==> config.mk <==
export PLATFORM = sky130hd
export DESIGN_NAME = seg_addr_gen
export DESIGN_NICKNAME = d
export VERILOG_FILES = /design/src/rtl/seg_addr_pkg.sv /design/src/rtl/seg_ea_sum.sv /design/src/rtl/seg_pick.sv /design/src/rtl/seg_addr_gen.sv
export SDC_FILE = /design/constraint.sdc
export NUM_CORES = 1
export LEC_CHECK = 0
export BUFFER_PORTS_ARGS = -buffer_cell sky130_fd_sc_hd__clkbuf_2
export CAP_MARGIN = 25
export CORE_MARGIN = 2
export CORE_UTILIZATION = 40
export CTS_CLUSTER_DIAMETER = 60
export DETAILED_ROUTE_END_ITERATION = 16
export HOLD_SLACK_MARGIN = 0.05
export PLACE_DENSITY = 0.82
export SYNTH_ARGS = -nofsm -noshare
export SYNTH_HDL_FRONTEND = slang
export SYNTH_SLANG_ARGS = --single-unit
==> constraint.sdc <==
create_clock -name clk -period 0.99 [get_ports clk]
set_clock_uncertainty 0.1 [all_clocks]
set_input_delay 0.1485 -clock clk [delete_from_list [all_inputs] [get_ports clk]]
set_output_delay 0.1485 -clock clk [all_outputs]
set_load 0.1 [all_outputs]
==> src/rtl/seg_addr_pkg.sv <==
package seg_addr_pkg;
  localparam int unsigned OFS_W     = 16;
  localparam int unsigned SEG_SHIFT = 4;
  localparam int unsigned PA_W      = OFS_W + SEG_SHIFT;

  typedef enum logic [1:0] {
    BASE_NONE = 2'b00,
    BASE_BX   = 2'b01,
    BASE_BP   = 2'b10,
    BASE_SP   = 2'b11
  } base_sel_e;

  typedef enum logic [1:0] {
    IDX_NONE = 2'b00,
    IDX_SI   = 2'b01,
    IDX_DI   = 2'b10,
    IDX_RSVD = 2'b11
  } idx_sel_e;

  typedef enum logic [1:0] {
    SEG_ES = 2'b00,
    SEG_CS = 2'b01,
    SEG_SS = 2'b10,
    SEG_DS = 2'b11
  } seg_code_e;
endpackage

==> src/rtl/seg_ea_sum.sv <==
module seg_ea_sum
  import seg_addr_pkg::*;
#(
  parameter int unsigned W = OFS_W
) (
  input  logic         fetch_i,
  input  logic [1:0]   base_sel_i,
  input  logic [1:0]   idx_sel_i,
  input  logic [W-1:0] disp_i,
  input  logic [W-1:0] bx_i,
  input  logic [W-1:0] bp_i,
  input  logic [W-1:0] sp_i,
  input  logic [W-1:0] si_i,
  input  logic [W-1:0] di_i,
  input  logic [W-1:0] ip_i,
  output logic [W-1:0] ea_o
);
  logic [W-1:0] base_val;
  logic [W-1:0] idx_val;
  logic [W-1:0] data_ea;

  always_comb begin
    unique case (base_sel_e'(base_sel_i))
      BASE_BX: base_val = bx_i;
      BASE_BP: base_val = bp_i;
      BASE_SP: base_val = sp_i;
      default: base_val = '0;
    endcase
  end

  always_comb begin
    unique case (idx_sel_e'(idx_sel_i))
      IDX_SI:  idx_val = si_i;
      IDX_DI:  idx_val = di_i;
      default: idx_val = '0;
    endcase
  end

  // three-input sum kept at W bits: carries out of the offset are lost
  assign data_ea = base_val + idx_val + disp_i;
  assign ea_o    = fetch_i ? ip_i : data_ea;
endmodule

==> src/rtl/seg_pick.sv <==
module seg_pick
  import seg_addr_pkg::*;
#(
  parameter int unsigned W = OFS_W
) (
  input  logic         fetch_i,
  input  logic [1:0]   base_sel_i,
  input  logic         ovr_valid_i,
  input  logic [1:0]   ovr_seg_i,
  input  logic [W-1:0] cs_i,
  input  logic [W-1:0] ds_i,
  input  logic [W-1:0] es_i,
  input  logic [W-1:0] ss_i,
  output logic [W-1:0] seg_o
);
  seg_code_e dflt_code;
  seg_code_e use_code;

  always_comb begin
    if ((base_sel_e'(base_sel_i) == BASE_BP) || (base_sel_e'(base_sel_i) == BASE_SP))
      dflt_code = SEG_SS;
    else
      dflt_code = SEG_DS;
  end

  // precedence: fetch, then override, then default
  always_comb begin
    if (fetch_i)
      use_code = SEG_CS;
    else if (ovr_valid_i)
      use_code = seg_code_e'(ovr_seg_i);
    else
      use_code = dflt_code;
  end

  always_comb begin
    unique case (use_code)
      SEG_ES:  seg_o = es_i;
      SEG_CS:  seg_o = cs_i;
      SEG_SS:  seg_o = ss_i;
      default: seg_o = ds_i;
    endcase
  end
endmodule

==> src/rtl/seg_addr_gen.sv <==
module seg_addr_gen
  import seg_addr_pkg::*;
#(
  parameter int unsigned W     = OFS_W,
  parameter int unsigned SHIFT = SEG_SHIFT
) (
  input  logic                 clk,
  input  logic                 rst_n,
  input  logic                 req_i,
  input  logic                 fetch_i,
  input  logic [1:0]           base_sel_i,
  input  logic [1:0]           idx_sel_i,
  input  logic [W-1:0]         disp_i,
  input  logic                 ovr_valid_i,
  input  logic [1:0]           ovr_seg_i,
  input  logic [W-1:0]         bx_i,
  input  logic [W-1:0]         bp_i,
  input  logic [W-1:0]         sp_i,
  input  logic [W-1:0]         si_i,
  input  logic [W-1:0]         di_i,
  input  logic [W-1:0]         ip_i,
  input  logic [W-1:0]         cs_i,
  input  logic [W-1:0]         ds_i,
  input  logic [W-1:0]         es_i,
  input  logic [W-1:0]         ss_i,
  output logic [W+SHIFT-1:0]   paddr_o,
  output logic                 paddr_vld_o
);
  localparam int unsigned AW = W + SHIFT;

  // reset: asserted at once, released on a clock edge
  logic rst_meta;
  logic rst_ns;

  always_ff @(posedge clk or negedge rst_n) begin
    if (!rst_n) begin
      rst_meta <= 1'b0;
      rst_ns   <= 1'b0;
    end else begin
      rst_meta <= 1'b1;
      rst_ns   <= rst_meta;
    end
  end

  logic [W-1:0]  ea;
  logic [W-1:0]  seg;
  logic [AW-1:0] pa_calc;
  logic [AW-1:0] pa_d;
  logic [AW-1:0] pa_q;
  logic          vld_d;
  logic          vld_q;

  seg_ea_sum #(.W(W)) u_ea (
    .fetch_i    (fetch_i),
    .base_sel_i (base_sel_i),
    .idx_sel_i  (idx_sel_i),
    .disp_i     (disp_i),
    .bx_i       (bx_i),
    .bp_i       (bp_i),
    .sp_i       (sp_i),
    .si_i       (si_i),
    .di_i       (di_i),
    .ip_i       (ip_i),
    .ea_o       (ea)
  );

  seg_pick #(.W(W)) u_seg (
    .fetch_i     (fetch_i),
    .base_sel_i  (base_sel_i),
    .ovr_valid_i (ovr_valid_i),
    .ovr_seg_i   (ovr_seg_i),
    .cs_i        (cs_i),
    .ds_i        (ds_i),
    .es_i        (es_i),
    .ss_i        (ss_i),
    .seg_o       (seg)
  );

  // segment on a paragraph boundary plus offset, carry past the top dropped
  assign pa_calc = {seg, {SHIFT{1'b0}}} + {{SHIFT{1'b0}}, ea};

  always_comb begin
    vld_d = req_i;
    pa_d  = req_i ? pa_calc : pa_q;
  end

  always_ff @(posedge clk or negedge rst_ns) begin
    if (!rst_ns) begin
      pa_q  <= '0;
      vld_q <= 1'b0;
    end else begin
      pa_q  <= pa_d;
      vld_q <= vld_d;
    end
  end

  assign paddr_o     = pa_q;
  assign paddr_vld_o = vld_q;

  p_vld_after_req_r6: assert property (@(posedge clk) disable iff (!rst_ns)
    req_i |=> paddr_vld_o);

  p_vld_idle_r6: assert property (@(posedge clk) disable iff (!rst_ns)
    !req_i |=> !paddr_vld_o);

  p_hold_r7: assert property (@(posedge clk) disable iff (!rst_ns)
    !req_i |=> $stable(paddr_o));

  p_fetch_cs_ip_r3: assert property (@(posedge clk) disable iff (!rst_ns)
    (req_i && fetch_i) |=>
      (paddr_o == AW'({$past(cs_i), {SHIFT{1'b0}}} + {{SHIFT{1'b0}}, $past(ip_i)})));

  p_default_ds_r4: assert property (@(posedge clk) disable iff (!rst_ns)
    (req_i && !fetch_i && !ovr_valid_i && base_sel_i == 2'b00 && idx_sel_i == 2'b00) |=>
      (paddr_o == AW'({$past(ds_i), {SHIFT{1'b0}}} + {{SHIFT{1'b0}}, $past(disp_i)})));
endmodule

==> impl_metrics.yaml <==
timing:
  finalHoldViolCount: 0
  period_needed_ns: 4.29
  hold_ws_ns: 0.0723
  rsz0062_at_grt: "yes"
  fin_ws_ns: -3.30
  finalSetupViolCount: 41
  finalMaxSlewViolations: 0
  period_share: 4.34
  max_freq_mhz: 233
run_status:
  violations: "negative setup slack"
  status: "complete, but fails checks"
placement:
  gp_congestion: 0.991
  place_area_um2: 5870
  io_buffers: 207
  hpwlAfterDp_um: 11700
clock_network:
  clk_latency_ns: 0.27
  cts_sinks: 23
  clockBufferDepth: 2
  clkTransAtPathRegs_ns: 0.09
  numCtsBuffers: 3
  cts-htree-levels: 1
  cts_tree: "built"
  cts-root-buf: "clkbuf_8"
min_path:
  holdCritStartpoint: "ip_i[3]"
  hold_class: "in -> reg"
floorplanning:
  start_util: 0.410
  die_y_um: 98.6
  die-area_um2: 9720
  core_um2: 8720
  ios: 208
  floorplan.rows: 34
  die_width_um: 98.6
grt:
  overflow: 0
  grt_pass1_wl_um: 22500
  grt_max_degree: 29
  grt.total_usage: 0.284
  antenna_found_initial: 0
  grt_pass1_vias: 4972
synth:
  ys_seq_area_frac: 0.161
  ys_warn_count: 0
  synth_edf_count: 0
  ys_top_cells_by_area: "dfrtp_1 (16%), ha_1 (9.8%), fa_1 (9.5%)"
  synth_cell_types: 61
  synth_nets: 653
  synth-seq-cells: 23
  yosys.area.top_type_share: 0.161
  syn_inst: 421
  synth_largest_area_cell: "dfrtp_1"
  synth-main-ff-cell: "dfrtp_1"
  synth.cell_area_um2: 3580
  syn_area_per_cell_um2: 8.50
  synth-async-reset-ratio: 1.00
worst_setup_path:
  startpoint: "base_sel_i[0]"
  cp_data_required_time_ns: 1.11
  crit_slowest_cell: "fa_1"
  cp.arrival_ns: 4.41
  path_delay_family: "adder cells"
  crit_path_end_kind: "flip-flop"
  crit_chain: "clkbuf_16, mux2_4, a22o_1, fa_1, ha_4, inv_2, fa_2, nor2b_4, o31ai_4, buf_4, nand2_2, a21oi_2, xnor2_2, mux2_4, ha_4, a21oi_2, nor2b_2, nor2_4, a311oi_2, a221o_1, mux2_4, nand3_2"
  worstReg2RegStart: "paddr_o[10]$_DFFE_PN0P_"
  path_common_cell: "mux2_4"
  worstPathMaxFanout: 7
  start_kind: "primary input"
  cpPeakStageDelay_ns: 0.55
  critPathBufInv: 3
  critPathKind: "in -> reg"
route:
  drtPass1Iterations: 4
  ant_nets: 0
  wirelength_um: 15100
  drt_iter0_markers: 178
  wl_per_cell_um: 18.2
  post-route-drc-count: 0
  vias_per_cell: 5.71
  vias: 4743
power:
  power_density_nw_per_um2: 1890
  p_leak_nw: 3.24
  vdd_drop_max_mv: 1.30
cells_and_area:
  area_growth_pct: 84.4
  finish.utilization: 0.757
  n_antenna_cell: 0
  drive_above_1_share: 0.658
  fin_nets: 955
  design_area_um2: 6600
run:
  cap_violations: 0
power by group:
| part | switching (mW) | internal, mW | total, mW |
|---|---|---|---|
| registers | 0.348 | 1.31 | 1.66 |
| clock network | 0.320 | 0.282 | 0.601 |
| logic | 5.48 | 4.75 | 10.2 |
registers in the layout, summed over array words and instances (netlist names):
signal and flops:
rst_meta 1, paddr_o 20, paddr_vld_o 1, rst_ns 1
placed cells by master (no fill, tap or decap), types with 4 or more instances in the layout:
master and instances:
clkbuf_2 183, buf_4 101, nor2_1 39, nand2_1 23
buf_12 22, dfrtp_2 20, a21oi_1 19, mux2_2 17
ha_1 15, a22o_1 14, a21oi_2 14, xnor2_1 14
fa_1 14, a22oi_1 13, a222oi_1 13, buf_6 13
inv_1 11, a21o_1 10, mux2_4 10, ha_4 9
o21a_1 7, o21ai_2 7, nor2_2 6, a22oi_2 6
o21ai_0 6, o31ai_4 5, nor2_4 5, a221o_1 4
inv_2 4, xor2_1 4, o21ai_1 4, ha_2 4
metal layers:
metal / share of wire / vias to the layer above / track usage
met5: 0 / - / 0
met4: 0.055 / 0 / 0.137
li1: - / 2186 / -
met3: 0.055 / 53 / 0.0397
met1: 0.34 / 2270 / 0.281
met2: 0.55 / 234 / 0.571
final timing paths:
check                      slack [ns]                      end  depth (start not counted)
min in group asynchronous        0.08       rst_meta$_DFF_PN0_                          2
max in group asynchronous        0.43  paddr_o[13]$_DFFE_PN0P_                          1
min                              0.07   paddr_o[3]$_DFFE_PN0P_                          3
min reg2reg                      0.11  paddr_o[19]$_DFFE_PN0P_                          1
max                             -3.30  paddr_o[17]$_DFFE_PN0P_                         22
max reg2reg                     -0.06  paddr_o[10]$_DFFE_PN0P_                          2
cell usage after synthesis (all sizes together) (3+ instances only):
| cell | n |
|---|---|
| mux2 | 27 |
| fa | 17 |
| buf | 8 |
| clkbuf | 18 |
| nor2 | 50 |
| a222oi | 13 |
| o21ai | 17 |
| o21a | 7 |
| a211oi | 4 |
| a22oi | 19 |
| a21oi | 36 |
| dfrtp | 23 |
| nor3 | 6 |
| or2 | 3 |
| and4 | 3 |
| a311oi | 3 |
| a221o | 4 |
| nand2 | 26 |
| nor2b | 6 |
| or3 | 3 |
| xnor2 | 17 |
| nand3 | 3 |
| ha | 28 |
| inv | 16 |
| a22o | 14 |
| nand3b | 3 |
| o31ai | 5 |
| xor2 | 4 |
| a21o | 10 |
through the flow:
stage                     setup WS, ns  cells  TNS (ns)  total power, mW
after floorplan                  -3.31    421    -50.68             6.77
after detailed placement         -3.78    808    -59.45             10.2
after CTS                        -3.32    823    -54.15             11.6
final                            -3.30    830    -53.73             12.5
after global routing             -3.47    830    -56.27             13.0
after global placement           -3.58    808    -56.77             9.99
cell families after synthesis:
| logic type | after synthesis | synth area share |
|---|---|---|
| AO/OA/AOI/OAI | 145 | 0.299 |
| XOR/XNOR | 21 | 0.0514 |
| adder cells (fa/ha/maj) | 45 | 0.193 |
| buffers and inverters | 42 | 0.0461 |
| flip-flops | 23 | 0.161 |
| multiplexers | 29 | 0.0905 |
| other | 1 | 0.00105 |
| AND/OR/NAND/NOR | 115 | 0.158 |
tightest hold or removal path: cells and delay by family:
family / cells / cell delay (ns)
compound gates: 2 / 0.15
buf+inv: 1 / 0.09
area by class of cell:
class,instances,area (um^2)
clock buffer,3,41.3
timing repair buffer,323,2320
clock inverter,1,5.00
sequential,23,601
inverter,16,72.6
fill,563,2120
multi-input combinational,356,3430
tap,108,135
repair_timing:
| action | CTS | global route |
|---|---|---|
| hold endpoints to repair | 2 | 0 |
| cloned | 0 | 0 |
| buffers inserted | 13 | 12 |
| resized for setup | 61 | 62 |
| pin swaps | 47 | 59 |
| setup endpoints to repair | 41 | 41 |
| hold buffers | 1 | 0 |
(Power assumes the default switching activity.)
